[config.mk]
export PLATFORM = sky130hd
export DESIGN_NAME = cfg_serial_slave
export DESIGN_NICKNAME = d
export VERILOG_FILES = /design/src/rtl/cfgser_pkg.sv /design/src/rtl/cfgser_sync.sv /design/src/rtl/cfgser_bank.sv /design/src/rtl/cfg_serial_slave.sv
export SDC_FILE = /design/constraint.sdc
export NUM_CORES = 1
export LEC_CHECK = 0
export BUFFER_PORTS_ARGS = -buffer_cell sky130_fd_sc_hd__clkbuf_2
export CORE_AREA = 2 2 78 80
export CTS_CLUSTER_DIAMETER = 150
export DETAILED_ROUTE_END_ITERATION = 12
export DIE_AREA = 0 0 80 82
export PLACE_DENSITY = 0.84
export SETUP_SLACK_MARGIN = 0.5
export SLEW_MARGIN = 20
export SYNTH_ARGS = -nofsm -noshare
export SYNTH_HDL_FRONTEND = slang
export SYNTH_SLANG_ARGS = --single-unit
[constraint.sdc]
create_clock -name clk -period 2 [get_ports clk]
set_clock_uncertainty 0.1 [all_clocks]
set_input_delay 0.1 -clock clk [delete_from_list [all_inputs] [get_ports clk]]
set_output_delay 0.1 -clock clk [all_outputs]
set_load 0.02 [all_outputs]
[src/rtl/cfgser_pkg.sv]
package cfgser_pkg;
    typedef enum logic [2:0] {
        ST_IDLE,
        ST_ADDR,
        ST_ADDR_ACK,
        ST_WR_BYTE,
        ST_WR_ACK,
        ST_RD_BYTE,
        ST_RD_ACK,
        ST_RD_WAIT
    } cfgser_state_e;
endpackage

[src/rtl/cfgser_sync.sv]
module cfgser_sync #(
    parameter int STAGES = 2
) (
    input  logic clk,
    input  logic rst_n,
    input  logic scl_i,
    input  logic sda_i,
    output logic sda_s,
    output logic scl_rise,
    output logic scl_fall,
    output logic start_det,
    output logic stop_det
);
    // index STAGES-1 is the synchronized value, index STAGES its previous sample
    logic [STAGES:0] scl_ff;
    logic [STAGES:0] sda_ff;

    always_ff @(posedge clk or negedge rst_n) begin
        if (!rst_n) begin
            scl_ff <= '1;
            sda_ff <= '1;
        end else begin
            scl_ff <= {scl_ff[STAGES-1:0], scl_i};
            sda_ff <= {sda_ff[STAGES-1:0], sda_i};
        end
    end

    logic scl_now, scl_prev, sda_prev;
    assign scl_now   = scl_ff[STAGES-1];
    assign scl_prev  = scl_ff[STAGES];
    assign sda_s     = sda_ff[STAGES-1];
    assign sda_prev  = sda_ff[STAGES];
    assign scl_rise  = scl_now & ~scl_prev;
    assign scl_fall  = ~scl_now & scl_prev;
    assign start_det = scl_now & scl_prev & sda_prev & ~sda_s;
    assign stop_det  = scl_now & scl_prev & ~sda_prev & sda_s;
endmodule

[src/rtl/cfgser_bank.sv]
module cfgser_bank #(
    parameter int NUM_BYTES = 3,
    parameter int NUM_OUT   = 2,
    parameter int DW        = 8,
    localparam int IW       = (NUM_BYTES > 1) ? $clog2(NUM_BYTES) : 1
) (
    input  logic                  clk,
    input  logic                  rst_n,
    input  logic                  we,
    input  logic [IW-1:0]         widx,
    input  logic [DW-1:0]         wdata,
    input  logic [IW-1:0]         ridx,
    output logic [DW-1:0]         rdata,
    output logic [NUM_OUT*DW-1:0] func_o
);
    logic [DW-1:0] mem [NUM_BYTES];

    for (genvar g = 0; g < NUM_BYTES; g++) begin : g_latch
        always_ff @(posedge clk or negedge rst_n) begin
            if (!rst_n)
                mem[g] <= '0;
            else if (we && widx == IW'(g))
                mem[g] <= wdata;
        end
    end

    for (genvar g = 0; g < NUM_OUT; g++) begin : g_out
        assign func_o[g*DW +: DW] = mem[g];
    end

    assign rdata = (int'(ridx) < NUM_BYTES) ? mem[ridx] : '0;


    wr_in_range_chk: assert property (@(posedge clk) disable iff (!rst_n)
        we |-> int'(widx) < NUM_BYTES);


    hold_when_idle_chk: assert property (@(posedge clk) disable iff (!rst_n)
        !we |=> $stable(func_o));
endmodule

[src/rtl/cfg_serial_slave.sv]
module cfg_serial_slave
    import cfgser_pkg::*;
#(
    parameter logic [6:0] DEV_ADDR    = 7'h52,
    parameter int         DUMMY_BYTES = 2,
    parameter int         NUM_BYTES   = 3,
    parameter int         DW          = 8
) (
    input  logic          clk,
    input  logic          rst_n,
    input  logic          scl_i,
    input  logic          sda_i,
    output logic          sda_oe,
    output logic [DW-1:0] synth_p,
    output logic [DW-1:0] synth_q
);
    localparam int LAST_SLOT = DUMMY_BYTES + NUM_BYTES;
    localparam int CW        = $clog2(LAST_SLOT + 1);
    localparam int BCW       = $clog2(DW + 1);
    localparam int IW        = (NUM_BYTES > 1) ? $clog2(NUM_BYTES) : 1;

    logic sda_s, scl_rise, scl_fall, start_det, stop_det;

    cfgser_sync #(.STAGES(2)) u_sync (
        .clk, .rst_n, .scl_i, .sda_i,
        .sda_s, .scl_rise, .scl_fall, .start_det, .stop_det
    );

    cfgser_state_e state;
    logic [DW-1:0]  shreg;
    logic [BCW-1:0] bit_cnt;
    logic [CW-1:0]  wr_cnt;
    logic [IW-1:0]  rd_idx;
    logic           rw_bit;
    logic           bank_we;
    logic [IW-1:0]  bank_widx;
    logic [DW-1:0]  bank_rdata;
    logic           byte_done;

    assign byte_done = scl_fall && (bit_cnt == BCW'(DW));

    // state register and datapath
    always_ff @(posedge clk or negedge rst_n) begin
        if (!rst_n) begin
            state   <= ST_IDLE;
            shreg   <= '0;
            bit_cnt <= '0;
            wr_cnt  <= '0;
            rd_idx  <= '0;
            rw_bit  <= 1'b0;
        end else if (start_det) begin
            state   <= ST_ADDR;
            bit_cnt <= '0;
            wr_cnt  <= '0;
            rd_idx  <= '0;
        end else if (stop_det) begin
            state <= ST_IDLE;
        end else begin
            unique case (state)
                ST_IDLE: ;
                ST_ADDR, ST_WR_BYTE: begin
                    if (scl_rise && bit_cnt < BCW'(DW)) begin
                        shreg   <= {shreg[DW-2:0], sda_s};
                        bit_cnt <= bit_cnt + 1'b1;
                    end else if (byte_done) begin
                        bit_cnt <= '0;
                        if (state == ST_ADDR) begin
                            if (shreg[DW-1:1] == DEV_ADDR) begin
                                state  <= ST_ADDR_ACK;
                                rw_bit <= shreg[0];
                            end else begin
                                state <= ST_IDLE;
                            end
                        end else begin
                            state <= ST_WR_ACK;
                            if (wr_cnt != CW'(LAST_SLOT))
                                wr_cnt <= wr_cnt + 1'b1;
                        end
                    end
                end
                ST_ADDR_ACK: begin
                    if (scl_fall) begin
                        if (rw_bit) begin
                            state   <= ST_RD_BYTE;
                            shreg   <= bank_rdata;
                            bit_cnt <= '0;
                        end else begin
                            state <= ST_WR_BYTE;
                        end
                    end
                end
                ST_WR_ACK: begin
                    if (scl_fall)
                        state <= ST_WR_BYTE;
                end
                ST_RD_BYTE: begin
                    if (scl_fall) begin
                        if (bit_cnt == BCW'(DW - 1)) begin
                            state <= ST_RD_ACK;
                            if (int'(rd_idx) < NUM_BYTES - 1)
                                rd_idx <= rd_idx + 1'b1;
                        end else begin
                            shreg   <= {shreg[DW-2:0], 1'b0};
                            bit_cnt <= bit_cnt + 1'b1;
                        end
                    end
                end
                ST_RD_ACK: begin
                    if (scl_rise)
                        state <= sda_s ? ST_IDLE : ST_RD_WAIT;
                end
                ST_RD_WAIT: begin
                    if (scl_fall) begin
                        state   <= ST_RD_BYTE;
                        shreg   <= bank_rdata;
                        bit_cnt <= '0;
                    end
                end
                default: state <= ST_IDLE;
            endcase
        end
    end

    // outputs
    always_comb begin
        sda_oe    = 1'b0;
        bank_we   = 1'b0;
        bank_widx = IW'(wr_cnt - CW'(DUMMY_BYTES));
        unique case (state)
            ST_ADDR_ACK, ST_WR_ACK: sda_oe = 1'b1;
            ST_RD_BYTE:             sda_oe = ~shreg[DW-1];
            ST_WR_BYTE:             bank_we = byte_done &&
                                        wr_cnt >= CW'(DUMMY_BYTES) &&
                                        wr_cnt <  CW'(LAST_SLOT);
            default: ;
        endcase
    end

    logic [2*DW-1:0] func_bytes;

    cfgser_bank #(.NUM_BYTES(NUM_BYTES), .NUM_OUT(2), .DW(DW)) u_bank (
        .clk, .rst_n,
        .we     (bank_we),
        .widx   (bank_widx),
        .wdata  (shreg),
        .ridx   (rd_idx),
        .rdata  (bank_rdata),
        .func_o (func_bytes)
    );

    assign synth_p = func_bytes[DW-1:0];
    assign synth_q = func_bytes[2*DW-1:DW];


    stop_release_chk: assert property (@(posedge clk) disable iff (!rst_n)
        stop_det |=> !sda_oe);


    restart_addr_chk: assert property (@(posedge clk) disable iff (!rst_n)
        start_det |=> (state == ST_ADDR && bit_cnt == '0));


    addr_miss_chk: assert property (@(posedge clk) disable iff (!rst_n)
        (state == ST_ADDR && byte_done && shreg[DW-1:1] != DEV_ADDR && !start_det && !stop_det)
        |=> (state == ST_IDLE && !sda_oe));


    wr_ack_chk: assert property (@(posedge clk) disable iff (!rst_n)
        (state == ST_WR_BYTE && byte_done && !start_det && !stop_det) |=> sda_oe);


    nack_release_chk: assert property (@(posedge clk) disable iff (!rst_n)
        (state == ST_RD_ACK && scl_rise && sda_s && !start_det && !stop_det) |=> !sda_oe);
endmodule

# Yosys cells after proc, flatten, opt, wreduce, memory -nomap -nowiden
# Index checks and enable logic that the tools add are counted.
# Widths: inputs -> output; s select.
[classes]
mux = 51
n_addsub = 4
bitwise_logic = 16
n_reduce_logical = 26
n_lt_le_gt_ge = 6
eq_ne = 36
[op_table]
columns = ["operator", "count"]
rows = [
  ["$mux 8", 9],
  ["$mux 3", 20],
  ["$mux 4", 9],
  ["$ne 4x4->1 const B", 9],
  ["$pmux 8 s4", 1],
  ["$ne 2x2->1 const B", 9],
  ["$ne 3x3->1 const B", 6],
  ["$pmux 3 s6", 1],
  ["$reduce_and 9->1", 2],
  ["$bmux 8 s2", 1],
  ["$pmux 4 s4", 1],
  ["$mux 2", 7],
  ["$reduce_bool 2->1", 7],
  ["$eq 3x3->1 const B", 4],
  ["$not 1->1", 8],
  ["$reduce_and 8->1", 1],
  ["$reduce_bool 8->1", 1],
  ["$and 1x1->1", 7],
  ["$eq 7x7->1 const B", 1],
  ["$logic_and 1x1->1", 7],
  ["$reduce_and 7->1", 1],
  ["$eq 3x2->1 const B", 2],
  ["$reduce_and 6->1", 1],
  ["$reduce_and 5->1", 1],
  ["other kinds (21)", 23],
]
[word_totals]
out_inout_bits = 17
register_bits = 51
input_bits = 4

# Depth between registers and ports, before layout
# Gate-level depths: netlist (run 1).
[logic_depth]
word_depth = 8
ltp_mapped = 7
mapped_depth_nobuf = 7

# Cells and area by module
# From an unflattened synthesis (run 1), not the netlist that was laid out.
[unflattened]
hier_cells = 264
area_unflattened_um2 = 2837.7
[by_module_without_submodules]
columns = ["mod", "cells_each", "seq_area_each_um2", "area_per_inst_um2", "n_inst"]
rows = [
  ["cfg_serial_slave", 167, 525.5, 1443.9, 1],
  ["cfgser_bank", 87, 600.6, 1203.7, 1],
  ["cfgser_sync", 10, 157.7, 190.2, 1],
]

# Worst setup path before layout (run 1)
# No wires, ideal clock.
[synth_timing]
path_kind = "register to register"
from = "register u_sync.scl_ff[1]"
to = "register shreg[0]"
required_time_ns = 1.775
period_less_slack_ns = 2.009
n_path_buf = 2
path_slack_ns = -0.009
path_stages_with_launch = 7
t_arrival_ns = 1.784
cell_sequence = "dfstp_2 -> buf_4 -> or3b_4 -> a21oi_1 -> and2_1 -> buf_4 -> mux2_2"
[synth_between]
elab_chain_len = 5
elab_cells_between_ends = 16
classes_between = "eq/ne (4); bitwise (10); reduce/logical (2)"
[synth_lines]
columns = ["element", "line_no", "rtl"]
rows = [
  ["start: declaration", "cfgser_sync.sv:15", "logic [STAGES:0] scl_ff;"],
  ["start signal: assignment", "cfgser_sync.sv:23", "scl_ff <= {scl_ff[STAGES-1:0], scl_i};"],
  ["$and 1x1->1", "cfgser_sync.sv:35, cfgser_sync.sv:36", ""],
  ["$and 1x1->1 (on tied branches) (2 in a row)", "cfgser_sync.sv:36, cfgser_sync.sv:35", ""],
  ["$not 1->1 (no source line)", "-", ""],
  ["$reduce_and 9->1 (no source line) *", "-", ""],
  ["end signal: assignment", "cfg_serial_slave.sv:63", "shreg <= {shreg[DW-2:0], sda_s};"],
  ["end signal: assignment", "cfg_serial_slave.sv:85", "shreg <= bank_rdata;"],
  ["end signal: assignment", "cfg_serial_slave.sv:103", "shreg <= {shreg[DW-2:0], 1'b0};"],
  ["end: declaration", "cfg_serial_slave.sv:30", "logic [DW-1:0] shreg;"],
]
# Mark *: on every way between the ends. The rest lies on a longest branch, timed or not.
# A chain may end at the register's enable or synchronous reset.

# Final worst setup path (run 1)
[layout_timing]
from = "register bit_cnt[0]"
to = "register shreg[0]"
[layout_between]
elab_chain_len = 4
elab_cells_between_ends = 6
classes_between = "order compare (1); eq/ne (3); reduce/logical (2)"
[layout_lines]
columns = ["element", "line_no", "rtl"]
rows = [
  ["start: declaration", "cfg_serial_slave.sv:31", "logic [BCW-1:0] bit_cnt;"],
  ["start signal: assignment", "cfg_serial_slave.sv:64", "bit_cnt <= bit_cnt + 1'b1;"],
  ["start signal: assignment", "cfg_serial_slave.sv:104", "bit_cnt <= bit_cnt + 1'b1;"],
  ["$lt 4x4->1", "cfg_serial_slave.sv:62", "if (scl_rise && bit_cnt < BCW'(DW)) begin"],
  ["$logic_and 1x1->1", "cfg_serial_slave.sv:62", ""],
  ["$ne 2x2->1 (no source line)", "-", ""],
  ["$reduce_and 9->1 (no source line) *", "-", ""],
]
# Marks and branches as above.

==> results of run 1 <==
==> synth_stat cells (all sizes together), types with 4 or more instances <==
library cell,number,area (sq um)
dfrtp,45,1130
mux2,35,484
buf,26,181
nand2,25,116
o21ai,19,95.1
mux2i,11,110
a22o,9,78.8
nor2,8,32.5
a21oi,7,38.8
ha,7,87.6
inv,7,26.3
dfstp,6,158
nand3,6,30.0
nor3,6,41.3
nor2b,5,38.8
nand2b,4,25.0
nand3b,4,55.1
==> layout by cell type, fill, tap and decap left out, drive strengths merged, types with 8 or more instances in the layout <==
master / Yosys / layout
clkbuf: 2 / 25
mux2: 35 / 35
a22o: 9 / 9
o21ai: 19 / 19
mux2i: 11 / 11
nand2: 25 / 25
buf: 26 / 54
nor2: 8 / 8
dfrtp: 45 / 45
==> worst paths after layout <==
| check | startpoint | endpoint | slack [ps] |
|---|---|---|---|
| worst max-delay path | bit_cnt[0] | shreg[0] | -40 |
| worst min-delay path | rst_n | u_bank.mem[2] | 240 |
| worst max register to register | bit_cnt[0] | shreg[0] | -40 |
| worst min register to register | u_sync.scl_ff[0] | u_sync.scl_ff[1] | 260 |
| max in group asynchronous | rst_n | wr_cnt[1] | 970 |
| min in group clk | u_sync.scl_ff[0] | u_sync.scl_ff[1] | 260 |
==> power breakdown <==
part           internal, uW  switching [uW]  total, uW
sequential             1170             240       1410
combinational          1150            1020       2170
clock                   284             382        665
==> kinds of logic after synthesis <==
kind of cell             Yosys count
XOR/XNOR                           3
AND/OR/NAND/NOR                   71
multiplexers                      46
flip-flops                        51
AO/OA/AOI/OAI                     51
adder cells (fa/ha/maj)            7
buffers and inverters             35
==> stage by stage <==
step           power, uW  hold WS (ps)  instances
3_3_place_gp        2830          47.5        366
6_report            4240           237        395
2_1_floorplan       2310          -296        264
5_1_grt             4470           269        395
3_5_place_dp        2890          60.8        366
4_1_cts             3890           257        386
==> layout make-up <==
| cell class | count | area, sq um | share of cell area (%) |
|---|---|---|---|
| Clock buffer | 6 | 82.6 | 2.10 |
| Clock inverter | 2 | 16.3 | 0.413 |
| Inverter | 7 | 26.3 | 0.667 |
| Multi-Input combinational cell | 178 | 1840 | 46.8 |
| Sequential cell | 51 | 1290 | 32.7 |
| Tap cell | 75 | 93.8 | 2.38 |
| Timing Repair Buffer | 76 | 587 | 14.9 |
==> flip-flops by register name, indices dropped and copies added (netlist names) <==
| register | count |
|---|---|
| shreg | 8 |
| rw_bit | 1 |
| wr_cnt | 3 |
| u_bank.mem | 8 |
| u_sync.scl_ff | 3 |
| u_bank.func_o | 16 |
| rd_idx | 2 |
| u_sync.sda_ff | 3 |
| state | 3 |
| bit_cnt | 4 |
==> per-layer routing <==
metal | part of all wire, % | wire, microns
met1 | 40 | 3020
met3 | 3.2 | 244
met2 | 54 | 4060
met5 | 0 | 0
met4 | 3.0 | 226
==> repair_timing <==
item,CTS,global route
hold buffers,3,0
setup endpoints to repair,46,46
buffers inserted,9,9
pin swaps,10,13
gates resized for setup,38,33
hold endpoints to repair,20,0
gates cloned,0,0
==> metrics.txt, run 1 <==
final setup vio count 9; n_diodes 0; vias in the first global route roughly 2,400; vias per inst ~5.7; Critical Path Stages 7; max-cap check violation count 0; Syn Inst Count about 260; Initial Util 52.7%; post-route ant nets 0; upper clock frequency limit a little under 500 MHz; Overflow after GRT 0; I/O Buffers 20; Post-Syn Area 0.00303 sq mm; Register-to-Register Path Depth 7; Avg Cell Area, Syn about 11 sq um; pre-CTS WS -91.5 ps; slowest CP cell dfrtp_1; GRT met3 Usage 3.85%; routability cong. slightly below 0.9; cell area after layout a little under 0.004 sq mm; IO Pins 21; detailed placer's ending HPWL ~4600 microns; CP max stage delay approximately 430 ps; DRC Markers 0; die area approximately 0.0066 sq mm; Layout Nets 330; P_leak 0.00184 uW; CTS Buffer Depth 2; wire per inst 19.1 microns; total of warnings raised by yosys 0; Synth Flop Type dfrtp_1; layout cells sized above 1 between 50% and 60%; Crit path max-delay family simple AND/OR/NAND/NOR gates; antenna violations before repair 0; combinational family with the most area after synthesis multiplexers; CTS tree built; row count 28; RSZ-0062 raised after global routing yes; Overall Global Routing Usage a little under a quarter; post-synthesis simple-gate area fraction 14.7%; CP bufs+invs 1; Yosys reg bits just over 50; Post-synth EDFFs 0; DP Area 0.00336 sq mm; Min Clock Period, post-route 2040 ps; Post-Synthesis Net Count about 280; Die Y between 80 and 90 microns; mux contribution to synthesized area 19.6%; Detailed Route WL 7560 microns; worst path required time roughly 2100 ps; kind of critical path reg2reg; Critical Path AT roughly 2200 ps; Starting DRT DRC Count 135; Root Driver clkbuf_8; Tcrit/Tclk final 102%; Worst setup SP type flop; Vias approximately 2,300; Chip Width around 80 microns; worst-path fanout max 8; compound-gate portion of the synthesized area between 10% and 20%; final hold violations 0; Max Slew Vio Count 0; worst slew pin tran 664 ps; first-pass GRT wire length between 10,000 and 15,000 microns; Async SR Flop Fraction 100%; Core ar. between 0.005 and 0.006 sq mm; Distinct cells, synth between 50 and 60; crit end category flop; failing checks negative setup slack; sequential-to-total area share from yosys stat a little over two fifths; Worst-path clk slew roughly 100 ps; grt peak-use layer met2; Final Core Density between 60% and 70%; status finished, violations left; worst vdd ir slightly below 800 uV; area grow syn2layout 30.1%; CTS Sinks 51; Slew headroom a little under three fifths; worst-skew pair later-pin latency 320 ps; XOR/XNOR Fraction of Synth Area less than 1%; worst setup margin -44.4 ps; Detailed Routing Iterations Pass 1 4; final setup TNS -302 ps; fillcell total roughly 410; worst path cell trace ha_2, and3b_2, and3_4, a21oi_4, and2_4, buf_12, mux2_4; adder-cell share of the synthesized area just under 3%; total CTS buffers 5; M1 GR Usage between 20% and 30%; met2 GRT Util 42.0%; Hold WC Path Type in2async; pwr dens between 1000 and 1500 mW/mm^2; H-tree Lvls 2; largest net degree at the start of global routing 28
Power figures use the tool's default switching activity.
==> run 2: changes to the inputs <==
Settings changed: ABC_AREA set to 1, PLACE_DENSITY 0.84 to 0.83, SLEW_MARGIN 20 to not set.
==> run 2 against run 1 <==
  * Global-route usage up 3.8 points
  * Die area stayed put
  * Utilization decreased by 3.1 points
  * Via count up 34%
  * Synthesized area is 1.4% lower
  * Cell count rose by 33%
  * Largest cell class unchanged
  * Critical path type unchanged
  * The flow now finishes without violations
  * Power decreased by 7.8%
  * Sequential share of layout area increased by 1.5 points
  * Sequential power is essentially flat
  * Cell area is 4.5% lower
==> metrics.txt, run 2 <==
Layout Nets 460 (was 330); n_diodes 0 (unchanged); detailed placer's ending HPWL 4600 microns (was 4570 microns); routability cong. 0.907 (was 0.880); CP bufs+invs 0 (was 1); row count 28 (unchanged); Overflow after GRT 0 (unchanged); upper clock frequency limit 587 MHz (was 489 MHz); worst path cell trace ha_2, nand2_1, nor2_2, nor2_1, nor2_1, nand3_2, nand2_2, nand2_1, nand2_1 (was ha_2, and3b_2, and3_4, a21oi_4, and2_4, buf_12, mux2_4); most frequent cells in the layout nand2_1 (124), dfrtp_1 (42), buf_4 (35), inv_1 (33), o21ai_1 (26) (was buf_4 (43), dfrtp_1 (41), mux2_4 (35), clkbuf_2 (19), nand2_1 (18)); pwr dens 1040 mW/mm^2 (was 1080 mW/mm^2); total of warnings raised by yosys 0 (unchanged); Yosys reg bits 51 (unchanged); I/O Buffers 20 (unchanged); final hold violations 0 (unchanged); total CTS buffers 5 (unchanged); Vias 3,032 (was 2,261); largest net degree at the start of global routing 32 (was 28); cell taking the most area after synthesis dfrtp_1 (unchanged); pre-CTS WS 207 ps (was -91.5 ps); worst slew pin tran 529 ps (was 664 ps); CTS Buffer Depth 2 (unchanged); P_leak 0.00189 uW (was 0.00184 uW); post-synth top area share 37.7% (was 37.2%); H-tree Lvls 2 (unchanged); RSZ-0062 raised after global routing yes (unchanged); Distinct cells, synth 29 (was 54); reg2reg end state[1] (was shreg[0]); DRC Markers 0 (unchanged); Starting DRT DRC Count 303 (was 135); Root Driver clkbuf_8 (unchanged); Async SR Flop Fraction 100% (unchanged); Initial Util 52.0% (was 52.7%); Avg Cell Area, Syn 7.46 sq um (was 11.5 sq um); post-route ant nets 0 (unchanged); most common library cells after synthesis nand2_1 (139), dfrtp_1 (45), o21ai_0 (44), inv_1 (37), nand3_1 (24) (was dfrtp_1 (45), mux2_4 (24), nand2_1 (22), buf_4 (21), o21ai_0 (19)); Synth Flop Type dfrtp_1 (unchanged); final setup vio count 0 (was 9); Post-Syn Area 0.00299 sq mm (was 0.00303 sq mm); vias per inst 5.78 (was 5.72); Final Total Pwr 3910 uW (was 4240 uW); R2R Setup Slk 300 ps (was -40 ps); worst setup margin 296 ps (was -44.4 ps); first-pass GRT wire length 13,700 microns (was 11,600 microns); Core ar. 0.00575 sq mm (unchanged); vias in the first global route 2,936 (was 2,353); max reg flops 16 (unchanged); Die Y 82 microns (unchanged); Worst-path clk slew 100 ps (about the same); most frequent cell after synthesis nand2_1 (was dfrtp_1); CP most frequent cell nand2_1; IO Pins 21 (unchanged); Min Clock Period, post-route 1700 ps (was 2040 ps); worst path required time 2150 ps (was 2100 ps); cell area after layout 0.00376 sq mm (was 0.00394 sq mm); Crit path max-delay family simple AND/OR/NAND/NOR gates (unchanged); worst-path fanout max 4 (was 8); final setup TNS 0 ps (was -302 ps); CTS Sinks 51 (unchanged); wire per inst 16.5 microns (was 19.1 microns); Post-Synthesis Net Count 411 (was 275); DP Area 0.00305 sq mm (was 0.00336 sq mm); Final Core Density 65.4% (was 68.6%); Critical Path AT 1850 ps (was 2150 ps); antenna violations before repair 0 (unchanged); Post-synth EDFFs 0 (unchanged); sequential-to-total area share from yosys stat 43.0% (was 42.4%); fillcell total 438 (was 409); leading post-synthesis cells by cell area dfrtp_1 (38%), nand2_1 (17%), o21ai_0 (7.4%) (was dfrtp_1 (37%), mux2_4 (12%), dfstp_2 (5.2%)); Detailed Routing Iterations Pass 1 5 (was 4); Worst setup SP type flop (unchanged); commonest non-fill, non-tap cell in the layout nand2_1 (was buf_4); Slew headroom 64.8% (was 55.7%); CTS tree built (unchanged); Tcrit/Tclk final 85.2% (was 102%); die area 0.00656 sq mm (unchanged); CP max stage delay 440 ps (was 430 ps); Overall Global Routing Usage 26.8% (was 23.0%); Register-to-Register Path Depth 9 (was 7); Reg2Reg Launch Point bit_cnt[1] (was bit_cnt[0]); layout cells sized above 1 32.2% (was 55.0%); Hold WC Path Type in2async (unchanged); area grow syn2layout 25.9% (was 30.1%); Syn Inst Count 400 (was 264); max-cap check violation count 0 (unchanged); Detailed Route WL 8640 microns (was 7560 microns); Max Slew Vio Count 0 (unchanged); kind of critical path reg2reg (unchanged); status finished clean (was finished, violations left); worst-skew pair later-pin latency 320 ps (about the same); slowest CP cell dfrtp_1 (unchanged); Chip Width 80 microns (unchanged); crit end category flop (unchanged); worst vdd ir 709 uV (was 774 uV)
## run 2: changes by cell type in the layout (fill, tap and decap cells not counted), moves of 11 or more
cell / change
nor2_1: +11
o21ai_1: +22
mux2i_1: -11
inv_1: +29
mux2_4: -35
nand2_1: +106
nand3_1: +13
nor2_4: +14
## run 2: how the worst max path moves through the flow
| stage | start | endpoint | cells past startpoint |
|---|---|---|---|
| 3_5_place_dp | bit_cnt[0] | u_bank.mem[0] | 9 |
| 5_1_grt | bit_cnt[1] | u_bank.func_o[15] | 10 |
| 4_1_cts | u_sync.scl_ff[2] | u_bank.mem[7] | 8 |
| 6_report | bit_cnt[1] | state[1] | 9 |
| 2_1_floorplan | bit_cnt[0] | u_bank.mem[0] | 10 |
| 3_3_place_gp | bit_cnt[0] | u_bank.mem[3] | 9 |
## run 2: per-stage QoR
stage / std cells / hold slack, ps
5_1_grt: 525 / 251
3_5_place_dp: 472 / 1.58
6_report: 525 / 182
3_3_place_gp: 472 / -2.34
2_1_floorplan: 400 / -296
4_1_cts: 518 / 207
## run 2: final cells by class
cell class                 instances  area (sq um)  share of cell area, %
timing repair buffer              61           442                   11.7
clock buffer                       6          82.6                   2.20
multi-input combinational        285          1660                   44.2
sequential                        51          1290                   34.2
inverter                          45           178                   4.73
clock inverter                     2          16.3                  0.433
tap                               75          93.8                   2.50
## run 2: power by group
part	internal [uW]	switching, uW	total, uW
sequential	1180	259	1440
clock	283	373	657
combinational	681	1140	1820
## run 2: repair_timing
action / in CTS / in global routing
gates resized for setup: 57 / 31
pin swaps: 29 / 22
gates cloned: 7 / 0
setup endpoints to repair: 44 / 46
hold endpoints to repair: 16 / 0
hold buffers: 3 / 0
buffers inserted: 28 / 7
## run 2: cell families after synthesis
group | count (synthesis) | synth area share, %
and+or+nand+nor | 210 | 31.0
AOI/OAI and AO/OA | 59 | 10.4
DFF | 51 | 43.0
adders and majority gates | 7 | 2.93
xor gates and xnor gates | 2 | 0.587
buffers and inverters | 71 | 12.1
## run 2: layer usage
| layer | vias up | GRT usage, % | part of all wire [%] |
|---|---|---|---|
| met5 | - | 0 | 0 |
| met4 | 0 | 12.2 | 5.2 |
| met3 | 58 | 5.05 | 8.3 |
| met2 | 207 | 48.6 | 51 |
| met1 | 1397 | 30.6 | 36 |
| li1 | 1370 | - | - |
==> run 3: changes to the inputs <==
Settings changed: PLACE_DENSITY 0.83 to not set, PLACE_DENSITY_LB_ADDON set to 0.05, REMOVE_ABC_BUFFERS set to 1.
==> run 3 against run 2 <==
  * Wire length down 4.0%
  * Sequential cell count unchanged
  * Clock-buffer cell count unchanged
==> metrics.txt, run 3 (synthesis results as in run 2) <==
Fin Hold WS 257 ps (was 182 ps); worst path required time 2130 ps (was 2150 ps); max reg flops 16 (unchanged); final setup vio count 0 (unchanged); P_leak 0.00205 uW (was 0.00189 uW); Chip Width 80 microns (unchanged); total CTS buffers 5 (unchanged); antenna violations before repair 0 (unchanged); Overflow after GRT 0 (unchanged); worst path cell trace nor2_4, buf_4, buf_4, buf_4, buf_4, buf_4, nand4_1, nand3_1, o21ai_0 (was ha_2, nand2_1, nor2_2, nor2_1, nor2_1, nand3_2, nand2_2, nand2_1, nand2_1); I/O Buffers 20 (unchanged); Multi-input gate area 0.00170 sq mm (was 0.00166 sq mm); worst-path fanout max 5 (was 4); Hold WC Path Type in2async (unchanged); worst vdd ir 765 uV (was 709 uV); CTS Sinks 51 (unchanged); Seq. cell area 0.00129 sq mm (about the same); fillcell total 458 (was 438); first-pass GRT wire length 13,500 microns (was 13,700 microns); largest net degree at the start of global routing 28 (was 32); worst-skew pair later-pin latency 310 ps (was 320 ps); Critical Path AT 1880 ps (was 1850 ps); Min Clock Period, post-route 1750 ps (was 1700 ps); Overall Global Routing Usage 26.5% (was 26.8%); vias in the first global route 2,823 (was 2,936); area grow syn2layout 35.8% (was 25.9%); CP most frequent cell buf_4 (was nand2_1); row count 28 (unchanged); Final Core Density 70.6% (was 65.4%); upper clock frequency limit 571 MHz (was 587 MHz); Worst-path clk slew 100 ps (about the same); wire per inst 15.3 microns (was 16.5 microns); CTS Buffer Depth 2 (unchanged); Core ar. 0.00575 sq mm (unchanged); slowest CP cell dfstp_2 (was dfrtp_1); RSZ-0062 raised after global routing yes (unchanged); Die Y 82 microns (unchanged); Detailed Route WL 8300 microns (was 8640 microns); DRC Markers 0 (unchanged); H-tree Lvls 2 (unchanged); die area 0.00656 sq mm (unchanged); commonest non-fill, non-tap cell in the layout nand2_1 (unchanged); max-cap check violation count 0 (unchanged); layout cells sized above 1 38.6% (was 32.2%); Starting DRT DRC Count 162 (was 303); Worst setup SP type flop (unchanged); Vias 2,839 (was 3,032); kind of critical path reg2reg (unchanged); status finished clean (unchanged); vias per inst 5.25 (was 5.78); detailed placer's ending HPWL 4920 microns (was 4600 microns); final setup TNS 0 ps (unchanged); n_diodes 0 (unchanged); CP max stage delay 640 ps (was 440 ps); CTS tree built (unchanged); Initial Util 52.0% (unchanged); Detailed Routing Iterations Pass 1 4 (was 5); IO Pins 21 (unchanged); Final Total Pwr 3900 uW (was 3910 uW); Root Driver clkbuf_8 (unchanged); pwr dens 962 mW/mm^2 (was 1040 mW/mm^2); routability cong. 0.853 (was 0.907); Max Slew Vio Count 0 (unchanged); Tcrit/Tclk final 87.6% (was 85.2%); worst slew pin tran 695 ps (was 529 ps); most frequent cells in the layout nand2_1 (116), dfrtp_1 (40), buf_4 (40), inv_1 (33) (was nand2_1 (124), dfrtp_1 (42), buf_4 (35), inv_1 (33), o21ai_1 (26)); final hold violations 0 (unchanged); crit end category flop (unchanged); post-route ant nets 0 (unchanged); Slew headroom 53.7% (was 64.8%); Layout Nets 476 (was 460)
==> run 3: layout make-up <==
class / count / area share, %
multi-input cells: 282 / 42.0
repair buffers: 80 / 17.2
clock buffers: 6 / 1.79
well taps: 75 / 2.31
clock inverters: 2 / 0.309
inverters: 45 / 4.60
flip-flops and latches: 51 / 31.8
==> run 3: routing by layer <==
metal / global-route usage (%) / wire (microns)
met1: 31.6 / 3420
met2: 46.7 / 4300
met3: 4.29 / 303
met4: 12.5 / 271
met5: 0 / 0
==> run 3: worst max-delay path, delay by kind of cell (launching register included) <==
| family | cells | cell delay, ps |
|---|---|---|
| AOI/OAI and AO/OA | 1 | 80 |
| DFF | 1 | 640 |
| buffers and inverters | 5 | 610 |
| and+or+nand+nor | 3 | 260 |
==> run 3: timing repair <==
item | 4_1_cts | 5_1_grt
buffers inserted | 45 | 5
gates resized for setup | 92 | 43
cloned | 5 | 0
pin swaps | 33 | 19
endpoints found under the setup margin | 45 | 46
hold buffers | 3 | 0
hold endpoints to repair | 20 | 0
==> run 3: through the flow <==
step,worst slack (ps),cells,area [sq um]
floorplan,373,374,2800
global placement,128,475,3050
detailed placement,109,475,3050
CTS,265,536,3910
global route,182,541,4060
finish,249,541,4060
==> run 3: final timing paths <==
kind                                        from               end  slack (ps)  cells after the start
worst max-delay path            u_sync.scl_ff[1]         rd_idx[0]         250                      9
worst min-delay path                       rst_n  u_bank.func_o[9]         260                      2
worst max register to register  u_sync.scl_ff[1]         rd_idx[0]         250                      9
worst min register to register  u_sync.scl_ff[0]  u_sync.scl_ff[1]         260                      0
max in group asynchronous                  rst_n          shreg[5]         970                      3
min in group clk                u_sync.scl_ff[0]  u_sync.scl_ff[1]         260                      0
==> run 3: report_power, final <==
part / internal [uW] / leakage, uW / switching [uW]
Combinational: 759 / 0.00134 / 1100
Clock: 246 / 0.0000412 / 361
Sequential: 1180 / 0.000675 / 252
